--- src/rtl/ext_irq_pkg.sv ---
// Shared constants, types and trigger evaluation for the pin interrupt unit.
// Assumes pin samples handed to trig_eval are already synchronized.
package ext_irq_pkg;

    localparam int FUNC_W = 2;
    localparam int MODE_W = 3;
    localparam logic [FUNC_W-1:0] FUNC_IRQ = 2'b10;

    // Upper two bits of a trigger code pick the kind of condition.
    typedef enum logic [1:0] {
        TRIG_LEVEL = 2'b00,
        TRIG_FALL  = 2'b01,
        TRIG_RISE  = 2'b10,
        TRIG_BOTH  = 2'b11
    } trig_kind_e;

    // Returns 1 when the condition chosen by mode holds for the current
    // synchronized sample cur and the sample one cycle older, prev.
    function automatic logic trig_eval(input logic [MODE_W-1:0] mode,
                                       input logic cur,
                                       input logic prev);
        trig_kind_e kind;
        logic       fire;
        kind = trig_kind_e'(mode[MODE_W-1:1]);
        case (kind)
            TRIG_LEVEL: fire = mode[0] ? cur : !cur;
            TRIG_FALL:  fire = prev && !cur;
            TRIG_RISE:  fire = !prev && cur;
            default:    fire = prev ^ cur;
        endcase
        return fire;
    endfunction

endpackage

--- src/rtl/ext_pin_sync.sv ---
// Two-flop synchronizer plus one history stage for each pin.
// cur_o is the settled sample; prev_o is cur_o delayed by one clock.
// Assumes pins may change at any time relative to clk.
module ext_pin_sync #(
    parameter int WIDTH = 24
) (
    input  logic             clk,
    input  logic             rst_n,
    input  logic [WIDTH-1:0] pin_raw,
    output logic [WIDTH-1:0] cur_o,
    output logic [WIDTH-1:0] prev_o
);

    logic [WIDTH-1:0] meta_q;
    logic [WIDTH-1:0] cur_q;
    logic [WIDTH-1:0] prev_q;
    logic             hist_ok_q;

    // Shift the pin levels through the capture, settle and history stages.
    always_ff @(posedge clk) begin
        if (!rst_n) begin
            meta_q <= '0;
            cur_q  <= '0;
            prev_q <= '0;
        end else begin
            meta_q <= pin_raw;
            cur_q  <= meta_q;
            prev_q <= cur_q;
        end
    end

    // Marks that a full cycle has passed since reset, so $past has a meaning.
    always_ff @(posedge clk) begin
        if (!rst_n) hist_ok_q <= 1'b0;
        else        hist_ok_q <= 1'b1;
    end

    assign cur_o  = cur_q;
    assign prev_o = prev_q;

    // the edge reference is exactly the settled sample of the cycle before.
    a_r2_history_lags_one: assert property (@(posedge clk) disable iff (!rst_n)
        hist_ok_q |-> (prev_o == $past(cur_o)));

    // the settled sample is the captured level of the cycle before.
    a_r2_settle_two_stages: assert property (@(posedge clk) disable iff (!rst_n)
        hist_ok_q |-> (cur_o == $past(meta_q)));

endmodule

--- src/rtl/ext_trig_detect.sv ---
// Per-pin trigger evaluation: function gating and the 3-bit trigger code.
// Pure combinational; assumes its inputs come from ext_pin_sync.
module ext_trig_detect
    import ext_irq_pkg::*;
#(
    parameter int WIDTH = 24
) (
    input  logic [WIDTH-1:0]        cur_i,
    input  logic [WIDTH-1:0]        prev_i,
    input  logic [FUNC_W*WIDTH-1:0] func_sel_i,
    input  logic [MODE_W*WIDTH-1:0] trig_mode_i,
    output logic [WIDTH-1:0]        hit_o
);

    for (genvar i = 0; i < WIDTH; i++) begin : g_pin
        logic [FUNC_W-1:0] fsel;
        logic [MODE_W-1:0] tmode;
        assign fsel  = func_sel_i[FUNC_W*i +: FUNC_W];
        assign tmode = trig_mode_i[MODE_W*i +: MODE_W];

        // A pin fires only when configured as an interrupt line and its condition holds.
        always_comb begin
            hit_o[i] = (fsel == FUNC_IRQ) && trig_eval(tmode, cur_i[i], prev_i[i]);
        end
    end

endmodule

--- src/rtl/ext_pend_mask.sv ---
// Sticky pending bits, mask register and composite OR for the upper pins.
// Pins LOW_PIN..SPLIT-1 form the low group, SPLIT..HIGH_PIN the high group.
// Assumes hit_i is a per-cycle trigger result for each upper pin.
module ext_pend_mask #(
    parameter int NUM_PINS    = 24,
    parameter int DIRECT_PINS = 4,
    parameter int GROUP_SPLIT = 8
) (
    input  logic                          clk,
    input  logic                          rst_n,
    input  logic [NUM_PINS-1:DIRECT_PINS] hit_i,
    input  logic [NUM_PINS-1:DIRECT_PINS] clr_i,
    input  logic                          mask_we_i,
    input  logic [NUM_PINS-1:DIRECT_PINS] mask_wdata_i,
    output logic [NUM_PINS-1:DIRECT_PINS] pend_o,
    output logic [NUM_PINS-1:DIRECT_PINS] mask_o,
    output logic                          comp_lo_o,
    output logic                          comp_hi_o
);

    logic [NUM_PINS-1:DIRECT_PINS] pend_q;
    logic [NUM_PINS-1:DIRECT_PINS] mask_q;
    logic [NUM_PINS-1:DIRECT_PINS] live;

    for (genvar i = DIRECT_PINS; i < NUM_PINS; i++) begin : g_bit
        // Hold a pending bit until cleared; a new hit on the same edge keeps it set.
        always_ff @(posedge clk) begin
            if (!rst_n) pend_q[i] <= 1'b0;
            else        pend_q[i] <= (pend_q[i] && !clr_i[i]) || hit_i[i];
        end

        // a hit is always recorded on the next edge.
        a_r8_hit_sets_pending: assert property (@(posedge clk) disable iff (!rst_n)
            hit_i[i] |=> pend_o[i]);

        // a pending bit drops only through a clear strobe.
        a_r8_drop_needs_clear: assert property (@(posedge clk) disable iff (!rst_n)
            (pend_o[i] && !clr_i[i]) |=> pend_o[i]);

        // a pending bit rises only through a hit.
        a_r8_rise_needs_hit: assert property (@(posedge clk) disable iff (!rst_n)
            (!pend_o[i] && !hit_i[i]) |=> !pend_o[i]);
    end

    // Load the whole mask on a write strobe; everything starts masked.
    always_ff @(posedge clk) begin
        if (!rst_n)         mask_q <= '1;
        else if (mask_we_i) mask_q <= mask_wdata_i;
    end

    // Gate pending bits by the mask and reduce each group to one request.
    always_comb begin
        live      = pend_q & ~mask_q;
        comp_lo_o = |live[GROUP_SPLIT-1:DIRECT_PINS];
        comp_hi_o = |live[NUM_PINS-1:GROUP_SPLIT];
    end

    assign pend_o = pend_q;
    assign mask_o = mask_q;

    // with every pin masked neither composite line may be raised.
    a_r10_full_mask_quiet: assert property (@(posedge clk) disable iff (!rst_n)
        (&mask_o) |-> (!comp_lo_o && !comp_hi_o));

    // the high line needs some pending pin in its range.
    a_r11_hi_needs_pending: assert property (@(posedge clk) disable iff (!rst_n)
        comp_hi_o |-> (pend_o[NUM_PINS-1:GROUP_SPLIT] != '0));

    // the low line needs some pending pin in its range.
    a_r11_lo_needs_pending: assert property (@(posedge clk) disable iff (!rst_n)
        comp_lo_o |-> (pend_o[GROUP_SPLIT-1:DIRECT_PINS] != '0));

endmodule

--- src/rtl/ext_pin_irq_unit.sv ---
// Top of the external pin interrupt unit. Synchronizes the pins, evaluates
// each pin's trigger, routes low pins to direct outputs and upper pins
// through pending/mask into two composite requests.
// Assumes DIRECT_PINS < GROUP_SPLIT < NUM_PINS.
module ext_pin_irq_unit
    import ext_irq_pkg::*;
#(
    parameter int NUM_PINS    = 24,
    parameter int DIRECT_PINS = 4,
    parameter int GROUP_SPLIT = 8
) (
    input  logic                          clk,
    input  logic                          rst_n,
    input  logic [NUM_PINS-1:0]           pin_in,
    input  logic [FUNC_W*NUM_PINS-1:0]    func_sel,
    input  logic [MODE_W*NUM_PINS-1:0]    trig_mode,
    input  logic [NUM_PINS-1:DIRECT_PINS] pend_clr,
    input  logic                          mask_we,
    input  logic [NUM_PINS-1:DIRECT_PINS] mask_wdata,
    output logic [NUM_PINS-1:0]           pend_q,
    output logic [NUM_PINS-1:DIRECT_PINS] mask_q,
    output logic [DIRECT_PINS-1:0]        direct_irq,
    output logic                          comp_lo,
    output logic                          comp_hi
);

    logic [NUM_PINS-1:0]           cur;
    logic [NUM_PINS-1:0]           prev;
    logic [NUM_PINS-1:0]           hit;
    logic [NUM_PINS-1:DIRECT_PINS] pend_up;

    ext_pin_sync #(.WIDTH(NUM_PINS)) u_sync (
        .clk    (clk),
        .rst_n  (rst_n),
        .pin_raw(pin_in),
        .cur_o  (cur),
        .prev_o (prev)
    );

    ext_trig_detect #(.WIDTH(NUM_PINS)) u_detect (
        .cur_i      (cur),
        .prev_i     (prev),
        .func_sel_i (func_sel),
        .trig_mode_i(trig_mode),
        .hit_o      (hit)
    );

    ext_pend_mask #(
        .NUM_PINS   (NUM_PINS),
        .DIRECT_PINS(DIRECT_PINS),
        .GROUP_SPLIT(GROUP_SPLIT)
    ) u_pend (
        .clk         (clk),
        .rst_n       (rst_n),
        .hit_i       (hit[NUM_PINS-1:DIRECT_PINS]),
        .clr_i       (pend_clr),
        .mask_we_i   (mask_we),
        .mask_wdata_i(mask_wdata),
        .pend_o      (pend_up),
        .mask_o      (mask_q),
        .comp_lo_o   (comp_lo),
        .comp_hi_o   (comp_hi)
    );

    // Dedicated pins bypass pending and mask; their field bits read zero.
    always_comb begin
        direct_irq = hit[DIRECT_PINS-1:0];
        pend_q     = {pend_up, {DIRECT_PINS{1'b0}}};
    end

    for (genvar i = 0; i < DIRECT_PINS; i++) begin : g_direct_chk
        // a pin not set to the interrupt function stays silent.
        a_r1_direct_needs_func: assert property (@(posedge clk) disable iff (!rst_n)
            (func_sel[FUNC_W*i +: FUNC_W] != FUNC_IRQ) |-> !direct_irq[i]);

        // a falling-edge pin fires only when the synchronizer shows a drop.
        a_r5_fall_matches_sync: assert property (@(posedge clk) disable iff (!rst_n)
            ((trig_mode[MODE_W*i+1 +: 2] == 2'b01) && direct_irq[i]) |-> (prev[i] && !cur[i]));

        // a rising-edge pin fires only when the synchronizer shows a rise.
        a_r6_rise_matches_sync: assert property (@(posedge clk) disable iff (!rst_n)
            ((trig_mode[MODE_W*i+1 +: 2] == 2'b10) && direct_irq[i]) |-> (!prev[i] && cur[i]));
    end

endmodule

--- config.mk ---
export PLATFORM = sky130hd
export DESIGN_NAME = ext_pin_irq_unit
export DESIGN_NICKNAME = d
export VERILOG_FILES = /design/src/rtl/ext_irq_pkg.sv /design/src/rtl/ext_pin_sync.sv /design/src/rtl/ext_trig_detect.sv /design/src/rtl/ext_pend_mask.sv /design/src/rtl/ext_pin_irq_unit.sv
export SDC_FILE = /design/constraint.sdc
export NUM_CORES = 1
export LEC_CHECK = 0
export BUFFER_PORTS_ARGS = -buffer_cell sky130_fd_sc_hd__buf_2
export CORE_MARGIN = 3
export CORE_UTILIZATION = 48
export CTS_CLUSTER_SIZE = 8
export DETAILED_ROUTE_END_ITERATION = 8
export PLACE_DENSITY_LB_ADDON = 0.3
export SLEW_MARGIN = 20
export SYNTH_ARGS = -nofsm -noshare
export SYNTH_HDL_FRONTEND = slang
export SYNTH_SLANG_ARGS = --single-unit
--- constraint.sdc ---
create_clock -name clk -period 1.9 [get_ports clk]
set_input_delay 0.095 -clock clk [delete_from_list [all_inputs] [get_ports clk]]
set_output_delay 0.095 -clock clk [all_outputs]
set_load 0.01 [all_outputs]
==> impl_results.md <==
- Worst Hold Path EP: u_pend.pend_o[5]$_SDFF_PN0_
- Reg-to-reg startpoint: u_sync.cur_o[18]$_SDFF_PN0_
- Register area: 2250 um2
- Gr usage total: 22.6%
- Internal power: 3470 uW
- # rows: 37
- Clock buffer depth: 2
- Core box area: 10600 um2
- Comb pwr share: 16.5%
- Final setup viols: 1
- WL final: 14200 um
- Leak: 0.00360 uW
- Area Overhead vs Synth: 37.8%
- Via count: 4779
- CP Launch Type: flop
- Iteration-0 DRC Markers: 164
- Syn Inst Count: 565
- Syn Area/Cell: 9.47 um2
- First-pass GRT wire length: 22700 um
- Final worst slack: -25.9 ps
- Pwr Density: 628 nW/um2
- Post-Place Cells: 919
- Worst vdd ir: 0.452 mV
- Yosys reg bits: 112
- Synth Warn #: 0
- Most common cell after layout, fill and taps aside: buf_2
- Failing checks: setup timing
- Drt pass-1 iters: 4
- # nets final: 1077
- Worst R2R End: u_pend.pend_o[18]$_SDFF_PN0_
- Post-DP HPWL: approximately 11000 um
- Die height: 112 um
- Worst skew pair latency: 370 ps
- Vias in the first global route: approximately 5k
- Initial antenna violation count: 1
- CTS tree: done
- Pin count of the biggest net entering global routing: 52
- Final worst path period share: 101%
- Seq pwr share: 54.5%
- Die area: 12400 um2
- Register-to-Register Path Depth: 5
- Min cycle time layout: 1930 ps
- Worst hold path class: primary input to flop
- Setup Skew: 6.67 ps
- Area of the multi-input gates: 2850 um2
- Sw Ratio: 25.0%
- Hold Path Stages: 3
- Mapped Area: 5350 um2
- P_sw: 1160 uW
- Final std cells w/o fill: 984
- Slew Limit Headroom: approximately 55%
- Final Max Slew Viols: 0
- DIE WIDTH: about 110 um
- Register area share after synthesis: 41.9%
- RSZ-0062 raised after global routing: true
- Total CTS buffers: 9
- CP required: 1800 ps
- Critical path peak fanout: 2
- Share of layout cells above drive strength 1: 33.1%
- Max cap viols: 0
- Distinct cells, synth: 25
- Starting density of the core: 50.5%
- Clk sinks: approximately 110
- Final core utilization: between 60 and 70%
- Status: finished with violations
- Final ANT Viol Nets: 0
- GRT overflow: 0
- Crit path DAT: 1830 ps
- Clock root cell: clkbuf_8
- Clock power share: 29.0%
- Via density: 4.86
- Fillcell total: a little over 800
- Clock-pin transition on the worst setup and hold timing paths: 100 ps
- # IOs: ~240
- Wire per inst: ~14 um
- Routability Congestion: 0.892
- DRC Markers: 0
- Fmax: 0.519 GHz
- Number of port buffers: 232
- Crit path capture type: output port
- R2R Setup Slk: 570 ps
- Critical path type: flop to output port
- Most frequent cells in the layout: buf_2 (231), dfxtp_1 (107), and2_1 (89), inv_1 (52)
- # H-tree levels: 3
- Worst Tran Pin Value: 679 ps
- Final hold violations: 0
- Hold Startpoint: pend_clr[5]
## area by class of cell
cell class,instances,area share [%]
tap,136,2.31
clock inverter,3,0.204
timing repair buffer,284,22.9
inverter,60,3.06
multi-input combinational,375,38.7
sequential,112,30.5
clock buffer,13,2.29
antenna,1,0.0340
## kinds of logic after synthesis
family                   Yosys count  share of synthesized area [%]
other                              1                         0.0701
XOR/XNOR                          24                           3.93
AO/OA/AOI/OAI                     92                           11.2
AND/OR/NAND/NOR                  189                           21.3
adder cells (fa/ha/maj)           48                           11.2
buffers and inverters             81                           6.08
multiplexers                      18                           4.30
flip-flops                       112                           41.9
## cell usage after synthesis
library cell  number  area, um2
nand2_1           20       75.1
inv_1             60        225
clkbuf_1          12       45.0
conb_1             1       3.75
o21ai_0           40        200
a2111oi_0          4       35.0
xor2_1            20        175
a22oi_1            1       7.51
and2_1            89        557
o211ai_1           6       45.0
a32o_1            20        200
and2_2             3       22.5
and3b_1           24        210
buf_4              4       30.0
dfxtp_1          112       2240
o221ai_1           1       8.76
nor2b_1           30        188
mux4_2             4       90.1
a21oi_1           20        100
mux2i_1           14        140
xnor2_1            4       35.0
ha_1              48        601
buf_2              5       25.0
nand4_1            1       6.26
nor2_1            22       82.6
## per-layer routing
metal | up-vias | track usage (%) | part of all wire, %
met3 | 34 | 4.67 | 5.1
met2 | 164 | 43.6 | 54
li1 | 2404 | - | -
met4 | 0 | 11.2 | 3.4
met5 | - | 0 | 0
met1 | 2177 | 22.7 | 38
## per-stage QoR
step | total power, uW | area [um2] | setup slack (ps) | hold slack (ps) | TNS, ps
floorplan | 2900 | 5360 | 481 | 222 | 0
global placement | 3210 | 6650 | 358 | 301 | 0
detailed placement | 3250 | 6650 | 289 | 304 | 0
CTS | 4680 | 7350 | -49.1 | 15.6 | -98.7
global route | 4890 | 7370 | -105 | 46.5 | -256
finish | 4630 | 7370 | -25.9 | 60.1 | -25.9
## how the worst max path moves through the flow
stage                               end                       start  depth (start not counted)  slack [ps]
after floorplan           direct_irq[1]  u_sync.cur_o[1]$_SDFF_PN0_                          5         480
after detailed placement  direct_irq[0]  u_sync.cur_o[0]$_SDFF_PN0_                          6         290
after CTS                 direct_irq[2]  u_sync.cur_o[2]$_SDFF_PN0_                          6         -50
final                     direct_irq[2]  u_sync.cur_o[2]$_SDFF_PN0_                          6         -30
after global placement    direct_irq[0]  u_sync.cur_o[0]$_SDFF_PN0_                          6         360
after global routing      direct_irq[2]  u_sync.cur_o[2]$_SDFF_PN0_                          6        -110
## power by group through the flow
stage | Sequential [uW] | Combinational, uW | Clock [uW]
3_3_place_gp | 2560 | 644 | 0
4_1_cts | 2520 | 762 | 1400
5_1_grt | 2540 | 851 | 1510
6_report | 2520 | 763 | 1340
2_1_floorplan | 2580 | 319 | 0
3_5_place_dp | 2570 | 675 | 0
## registers in the layout, summed over array words and instances (netlist names)
name           cells
u_sync.meta_q     24
u_sync.prev_o     24
u_pend.pend_o     20
u_sync.cur_o      24
u_pend.mask_o     20
## what timing repair did
item,CTS,global route
setup buffers,4,0
hold buffers,44,0
pin swaps,6,7
setup endpoints to repair,4,5
hold endpoints to repair,44,0
gates cloned,0,0
gates resized for setup,14,6
## critical path, cell delays in order, from the launching register on
cell and delay, ps:
dfxtp_2 360, inv_2 40, ha_4 250, inv_2 30, mux4_2 450, and3b_1 190, buf_2 140
Power figures use the tool's default switching activity.
